===== src/rtl/pubint_pkg.sv =====
package pubint_pkg;

    typedef enum logic [1:0] {
        ST_IDLE   = 2'd0,
        ST_COUNT  = 2'd1,
        ST_ACCESS = 2'd2
    } sched_state_t;

endpackage


===== src/rtl/pubint_timer.sv =====
// Interval counter: holds the captured interval and flags the launch cycle.
module pubint_timer #(
    parameter int CNT_W = 8
) (
    input  logic             clk,
    input  logic             rst_n,
    input  logic             load,
    input  logic [CNT_W-1:0] ivl_in,
    input  logic             en,
    output logic             hit
);
    logic [CNT_W-1:0] ivl_q;
    logic [CNT_W-1:0] cnt_q;

    always_ff @(posedge clk) begin
        if (!rst_n) begin
            ivl_q <= '0;
        end else if (load) begin
            ivl_q <= ivl_in;
        end
    end

    always_ff @(posedge clk) begin
        if (!rst_n) begin
            cnt_q <= '0;
        end else if (!en || hit) begin
            cnt_q <= '0;
        end else begin
            cnt_q <= cnt_q + 1'b1;
        end
    end

    assign hit = en && (cnt_q == ivl_q);
endmodule


===== src/rtl/pubint_slot_hold.sv =====
// Holds the single outstanding request: waiting for a slot, then in flight.
module pubint_slot_hold #(
    parameter int ADDR_W = 16
) (
    input  logic              clk,
    input  logic              rst_n,
    input  logic              accept,
    input  logic [ADDR_W-1:0] addr_in,
    input  logic              launch,
    input  logic              retire,
    output logic              waiting,
    output logic              in_flight,
    output logic [ADDR_W-1:0] addr_q
);
    always_ff @(posedge clk) begin
        if (!rst_n) begin
            waiting   <= 1'b0;
            in_flight <= 1'b0;
            addr_q    <= '0;
        end else begin
            if (accept) begin
                waiting <= 1'b1;
                addr_q  <= addr_in;
            end else if (launch && waiting) begin
                waiting   <= 1'b0;
                in_flight <= 1'b1;
            end
            if (retire) begin
                in_flight <= 1'b0;
            end
        end
    end
endmodule


===== src/rtl/pubint_sched.sv =====
module pubint_sched #(
    parameter int                ADDR_W     = 16,
    parameter int                CNT_W      = 8,
    parameter logic [ADDR_W-1:0] DUMMY_ADDR = '0
) (
    input  logic              clk,
    input  logic              rst_n,
    input  logic              start_i,
    input  logic [CNT_W-1:0]  interval_i,
    input  logic              req_valid_i,
    input  logic [ADDR_W-1:0] req_addr_i,
    output logic              req_ready_o,
    output logic              rsp_valid_o,
    output logic              mem_start_o,
    output logic [ADDR_W-1:0] mem_addr_o,
    input  logic              mem_done_i
);
    import pubint_pkg::*;

    sched_state_t      state_q, state_d;
    logic              hit;
    logic              launch;
    logic              accept;
    logic              retire;
    logic              waiting;
    logic              in_flight;
    logic [ADDR_W-1:0] held_addr;

    // State register
    always_ff @(posedge clk) begin
        if (!rst_n) begin
            state_q <= ST_IDLE;
        end else begin
            state_q <= state_d;
        end
    end

    // Next state
    always_comb begin
        state_d = state_q;
        unique case (state_q)
            ST_IDLE:   if (start_i)    state_d = ST_COUNT;
            ST_COUNT:  if (hit)        state_d = ST_ACCESS;
            ST_ACCESS: if (mem_done_i) state_d = ST_COUNT;
            default:                   state_d = ST_IDLE;
        endcase
    end

    // Outputs
    always_comb begin
        launch      = 1'b0;
        retire      = 1'b0;
        req_ready_o = 1'b0;
        unique case (state_q)
            ST_IDLE: begin
                req_ready_o = 1'b0;
            end
            ST_COUNT: begin
                launch      = hit;
                req_ready_o = !waiting && !in_flight;
            end
            ST_ACCESS: begin
                retire      = mem_done_i && in_flight;
                req_ready_o = !waiting && !in_flight;
            end
            default: begin
                req_ready_o = 1'b0;
            end
        endcase
        accept      = req_valid_i && req_ready_o;
        mem_start_o = launch;
        mem_addr_o  = (launch && waiting) ? held_addr : DUMMY_ADDR;
        rsp_valid_o = retire;
    end

    pubint_timer #(.CNT_W(CNT_W)) u_timer (
        .clk    (clk),
        .rst_n  (rst_n),
        .load   (state_q == ST_IDLE && start_i),
        .ivl_in (interval_i),
        .en     (state_q == ST_COUNT),
        .hit    (hit)
    );

    pubint_slot_hold #(.ADDR_W(ADDR_W)) u_slot (
        .clk       (clk),
        .rst_n     (rst_n),
        .accept    (accept),
        .addr_in   (req_addr_i),
        .launch    (launch),
        .retire    (retire),
        .waiting   (waiting),
        .in_flight (in_flight),
        .addr_q    (held_addr)
    );
endmodule


===== config.mk =====
export PLATFORM = sky130hd
export DESIGN_NAME = pubint_sched
export DESIGN_NICKNAME = d
export VERILOG_FILES = /design/src/rtl/pubint_pkg.sv /design/src/rtl/pubint_timer.sv /design/src/rtl/pubint_slot_hold.sv /design/src/rtl/pubint_sched.sv
export SDC_FILE = /design/constraint.sdc
export NUM_CORES = 1
export LEC_CHECK = 0
export BUFFER_PORTS_ARGS = -buffer_cell sky130_fd_sc_hd__buf_2
export CORE_AREA = 2 2 66 68
export CTS_CLUSTER_SIZE = 30
export DETAILED_ROUTE_END_ITERATION = 10
export DIE_AREA = 0 0 68 70
export GPL_TIMING_DRIVEN = 0
export PLACE_DENSITY = 0.79
export SKIP_CTS_REPAIR_TIMING = 1
export SYNTH_ARGS = -nofsm -noshare
export SYNTH_HDL_FRONTEND = slang
export SYNTH_HIERARCHICAL = 1
export SYNTH_SLANG_ARGS = --single-unit

===== constraint.sdc =====
create_clock -name clk -period 7.1 [get_ports clk]
set_input_delay 2.13 -clock clk [delete_from_list [all_inputs] [get_ports clk]]
set_output_delay 2.13 -clock clk [all_outputs]
set_load 0.01 [all_outputs]

==> Yosys cells after proc, flatten, opt, wreduce, memory -nomap -nowiden <==
Cells that the tools add are included.
{ "op_classes": {"add_sub_neg": 1, "n_eq_ne": 6, "mux": 10, "bitwise": 2, "n_reduce_logical": 17} }
{ "op_table": {"columns": ["cell", "count"], "rows": [
  ["$mux 16", 1],
  ["$add 8x1->8 const B", 1],
  ["$eq 8x8->1", 1],
  ["$logic_and 1x1->1", 6],
  ["$mux 2", 3],
  ["$ne 2x2->1 const B", 3],
  ["$pmux 2 s3", 1],
  ["$reduce_or 2->1", 3],
  ["$mux 1", 5],
  ["$logic_not 1->1", 3],
  ["$reduce_and 3->1", 1],
  ["$eq 2x1->1 const B", 1],
  ["$eq 2x2->1 const B", 1],
  ["$logic_not 2->1", 1],
  ["$not 1->1", 2],
  ["$reduce_and 2->1", 1],
  ["$reduce_bool 2->1", 1],
  ["$logic_or 1x1->1", 1]
]} }
{ "word_totals": {"register_bits": 36, "input_bits": 29, "output_inout_bits": 19, "word_cells": 42} }

==> Logic depth before layout (Yosys ltp) <==
{ "logic_depth": {"ltp_word": 6, "depth_mapped": 8} }

==> Cells and area by module <==
Netlist, hierarchy kept.
{ "by_module_without_submodules": {"columns": ["mod", "n_inst", "cells_each", "area_per_inst_um2", "seq_area_each_um2"], "rows": [
  ["pubint_timer", 1, 71, 770.7, 320.3],
  ["pubint_slot_hold", 1, 59, 691.9, 360.3],
  ["pubint_sched", 1, 43, 319.1, 40.0]
]} }

==> Worst setup path after synthesis <==
OpenSTA, ideal clock, no wires.
{ "synth_path": {"path_type": "input to output", "start": "input mem_done_i", "end": "output rsp_valid_o", "arrival_time_ns": 2.326, "required_ns": 4.970, "slack_ns": 2.644, "path_stages": 1, "path_cell_list": "and3_1"} }
{ "synth_between": {"elab_chain_cells": 2} }
{ "synth_rtl": {"columns": ["item", "line_no", "text"], "rows": [
  ["start: declaration", "pubint_sched.sv:16", "input logic mem_done_i"],
  ["$logic_and 1x1->1", "pubint_sched.sv:63", "retire = mem_done_i && in_flight;"],
  ["$mux 1", "pubint_sched.sv:54", "unique case (state_q)"],
  ["end: declaration", "pubint_sched.sv:13", "output logic rsp_valid_o,"]
]} }
Every way passes these cells.

==> Worst setup path in the final report <==
Same ends and word-level chain as after synthesis.

==> impl_results.html <==
<table>
<tr><th>Metric</th><th>Value</th></tr>
<tr><th colspan="2">Power</th></tr>
<tr><td>Switch share</td><td>31.8%</td></tr>
<tr><td>Cell Pwr Density</td><td>280 nW/um^2</td></tr>
<tr><td>Highest ir drop seen on vdd</td><td>0.121 mV</td></tr>
<tr><td>Leakage component of the power</td><td>0.000951 uW</td></tr>
<tr><td>Clock power frac</td><td>24.5%</td></tr>
<tr><td>Power dissipated by switching net loads</td><td>194 uW</td></tr>
<tr><td>Proportion of power drawn by combinational gates</td><td>33.5%</td></tr>
<tr><td>Internal power</td><td>416 uW</td></tr>
<tr><td>Sequential fraction of design power</td><td>41.9%</td></tr>
<tr><th colspan="2">Worst setup path</th></tr>
<tr><td>Startpoint kind of the worst setup timing path</td><td>input pin</td></tr>
<tr><td>Crit path capture type</td><td>output port</td></tr>
<tr><td>Worst Path Arrival</td><td>2.55 ns</td></tr>
<tr><td>Startpoint-to-endpoint class of the critical path</td><td>in2out</td></tr>
<tr><td>Worst-path maximum fanout</td><td>2</td></tr>
<tr><td>Worst path required time</td><td>4.97 ns</td></tr>
<tr><th colspan="2">Flow run</th></tr>
<tr><td>Reported max-cap violation count</td><td>0</td></tr>
<tr><th colspan="2">Synth</th></tr>
<tr><td>Post-Syn Area</td><td>1780 sq um</td></tr>
<tr><td>Top cell type by total area after synthesis</td><td>dfxtp_1</td></tr>
<tr><td>Average cell area after synthesis</td><td>10.3 sq um</td></tr>
<tr><td>Number of instances in the synthesized netlist</td><td>173</td></tr>
<tr><td>Flops &amp; latches, synth</td><td>36</td></tr>
<tr><td>Synth cell types</td><td>32</td></tr>
<tr><td>Top cells by area, synth</td><td>dfxtp_1 40%, mux2i_1 15%, nor2b_1 8.8%</td></tr>
<tr><td>Top_reg_cell synth</td><td>dfxtp_1</td></tr>
<tr><td>Post-synth top area share</td><td>40.4%</td></tr>
<tr><td>Post-synthesis async set-or-reset flop share</td><td>0%</td></tr>
<tr><td>Number of enable-type register cells in the synthesized netlist</td><td>0</td></tr>
<tr><td>Yosys synthesis warning count</td><td>6</td></tr>
<tr><td>Sequential fraction of the synthesis area</td><td>40.4%</td></tr>
<tr><td>Net count after synthesis</td><td>208</td></tr>
<tr><th colspan="2">STA</th></tr>
<tr><td>Clock tree skew after final layout</td><td>0.00762 ns</td></tr>
<tr><td>Final clock period utilization by the worst path</td><td>65.9%</td></tr>
<tr><td>Count of final setup violators</td><td>0</td></tr>
<tr><td>Min Tclk post-route</td><td>4.68 ns</td></tr>
<tr><td>Measured slew at the worst slew-check pin</td><td>0.507 ns</td></tr>
<tr><td>Final worst-path setup slack</td><td>2.42 ns</td></tr>
<tr><td>Fin. max-slew vios</td><td>0</td></tr>
<tr><td>Unrepaired setup endpoints after global routing</td><td>no</td></tr>
<tr><td>Hold Violations, Final</td><td>0</td></tr>
<tr><td>Worst slew margin relative to its limit</td><td>65.9%</td></tr>
<tr><td>Worst hold slack</td><td>0.466 ns</td></tr>
<tr><td>Setup TNS</td><td>0 ns</td></tr>
<tr><td>Max Freq</td><td>0.214 GHz</td></tr>
<tr><th colspan="2">Floorplanning</th></tr>
<tr><td>Horizontal extent of the die</td><td>68 um</td></tr>
<tr><td>Starting Density</td><td>43.0%</td></tr>
<tr><td>Area of the placeable core</td><td>4140 sq um</td></tr>
<tr><td>Vertical die dimension</td><td>70 um</td></tr>
<tr><td>Number of top-level pins</td><td>48</td></tr>
<tr><td>Die Footprint</td><td>4760 sq um</td></tr>
<tr><td>Number of placement rows</td><td>24</td></tr>
<tr><th colspan="2">Clock network</th></tr>
<tr><td>Clock transition at the registers of the reported paths</td><td>0.07 ns</td></tr>
<tr><td>H-tree levels</td><td>2</td></tr>
<tr><td>Total clock sinks</td><td>36</td></tr>
<tr><td>Clock buffer count from CTS</td><td>5</td></tr>
<tr><td>Source-to-sink clock delay at the later pin of the worst-skew pair</td><td>0.29 ns</td></tr>
<tr><td>Root buffer cell</td><td>clkbuf_8</td></tr>
<tr><td>Maximum buffer depth of the clock tree</td><td>2</td></tr>
<tr><td>TritonCTS clock tree</td><td>yes</td></tr>
<tr><th colspan="2">Cells and area</th></tr>
<tr><td>Final core occ</td><td>52.5%</td></tr>
<tr><td>Layout Nets</td><td>262</td></tr>
<tr><td>Top library cells by usage in the layout, fill and taps aside</td><td>48 x buf_2, 36 x dfxtp_1, 26 x mux2i_1</td></tr>
<tr><td>Most frequent standard cell in the layout excluding fill and tap cells</td><td>buf_2</td></tr>
<tr><td>Fraction of final layout cells sized beyond drive strength 1</td><td>28.1%</td></tr>
<tr><td>Non-filler cells in the finished layout</td><td>280</td></tr>
<tr><td>Relative area change from synthesis to final layout</td><td>22.1%</td></tr>
<tr><td>Filler cell count in the final layout</td><td>393</td></tr>
<tr><td>N_diodes</td><td>0</td></tr>
<tr><th colspan="2">Placement</th></tr>
<tr><td>Total of buffers placed on input and output ports</td><td>47</td></tr>
<tr><td>Inst Count DP</td><td>272</td></tr>
<tr><td>Post-Place Worst Slack</td><td>2.43 ns</td></tr>
<tr><td>RD Place Congestion</td><td>0.806</td></tr>
<tr><td>Half-perimeter wire length after detailed placement</td><td>2.42 mm</td></tr>
<tr><th colspan="2">Route</th></tr>
<tr><td>First-pass DRT Iterations</td><td>4</td></tr>
<tr><td>WL final</td><td>3.30 mm</td></tr>
<tr><td>Detailed-route vias per instance</td><td>4.87</td></tr>
<tr><td>Average wire per cell in the routed design</td><td>11.8 um</td></tr>
<tr><td>Count of vias placed by the detailed router</td><td>1363</td></tr>
<tr><td>Remaining design rule violation count</td><td>0</td></tr>
<tr><td>Number of DRC markers in iteration 0</td><td>58</td></tr>
<tr><td>Antenna-violating nets left</td><td>0</td></tr>
<tr><th colspan="2">Global route</th></tr>
<tr><td>Total congestion overflow</td><td>0</td></tr>
<tr><td>GRT Overall Usage</td><td>15.0%</td></tr>
<tr><td>Largest net degree at the start of global routing</td><td>23</td></tr>
<tr><td>Via count of the first global-routing pass</td><td>1262</td></tr>
<tr><td>Wire length of the first global-routing pass</td><td>5.46 mm</td></tr>
<tr><td>Initial antenna violation count</td><td>0</td></tr>
<tr><th colspan="2">Run status</th></tr>
<tr><td>Status</td><td>finished clean</td></tr>
<tr><th colspan="2">Worst hold path</th></tr>
<tr><td>Min-delay worst type</td><td>reg2reg</td></tr>
</table>
[routing by layer]
| layer | wire (um) | global-route usage, % | vias up |
|---|---|---|---|
| met5 | 0 | 0 | - |
| met4 | 62 | 6.67 | 0 |
| met3 | 170 | 4.51 | 6 |
| met2 | 1610 | 24.1 | 35 |
| met1 | 1450 | 18.2 | 627 |
| li1 | - | - | 695 |
[metrics by stage]
stage	total power, uW	area (sq um)
global placement	461	2080
floorplan	421	1780
CTS	619	2180
finish	610	2180
global route	653	2180
detailed placement	466	2080
[kinds of logic after synthesis]
kind of cell	count (synthesis)	synth area share [%]
buffers and inverters	14	4.78
adder cells (fa/ha/maj)	6	4.21
multiplexers	26	14.6
XOR/XNOR	11	5.83
AO/OA/AOI/OAI	15	6.11
flip-flops	36	40.4
AND/OR/NAND/NOR	65	24.0
[area by class of cell]
cell class / count / area (sq um) / share of cell area [%]
Multi-Input combinational cell: 123 / 976 / 44.9
Sequential cell: 36 / 721 / 33.1
Timing Repair Buffer: 47 / 235 / 10.8
Clock buffer: 7 / 86.3 / 3.97
Tap cell: 52 / 65.1 / 2.99
Buffer: 6 / 55.1 / 2.53
Inverter: 8 / 30.0 / 1.38
Clock inverter: 1 / 7.51 / 0.345
[synth_stat cells (3+ instances only)]
library cell  instances
nand2_1               6
mux2i_1              26
a211oi_1              5
ha_1                  6
o21ai_0               3
inv_1                 8
a221oi_1              3
xor2_1                9
and2_1               18
or3_1                 3
nor2b_1              25
dfxtp_1              36
[registers in the layout, summed over array words and instances (netlist names)]
name	cells
u_slot/addr_q	16
u_timer/cnt_q	8
u_timer/ivl_q	8
state_q	2
u_slot/in_flight	1
u_slot/waiting	1
[critical path, cell delays in order]
cell    delay (ns)
buf_2         0.11
and3_1        0.18
buf_2         0.14
[power groups by stage]
stage	logic, uW	clock network (uW)	registers (uW)
2_1_floorplan	166	0	254
3_3_place_gp	202	0	259
5_1_grt	230	163	260
4_1_cts	206	156	256
6_report	204	150	256
3_5_place_dp	206	0	260
[path summary, 6_finish.rpt]
kind / cells past startpoint / from / end / slack, ns
min: 2 / u_slot/in_flight / u_slot/in_flight / 0.47
min reg2reg: 2 / u_slot/in_flight / u_slot/in_flight / 0.47
max: 3 / mem_done_i / rsp_valid_o / 2.42
max reg2reg: 6 / u_timer/cnt_q[3] / state_q[1] / 4.88
Power figures use the tool's default switching activity.
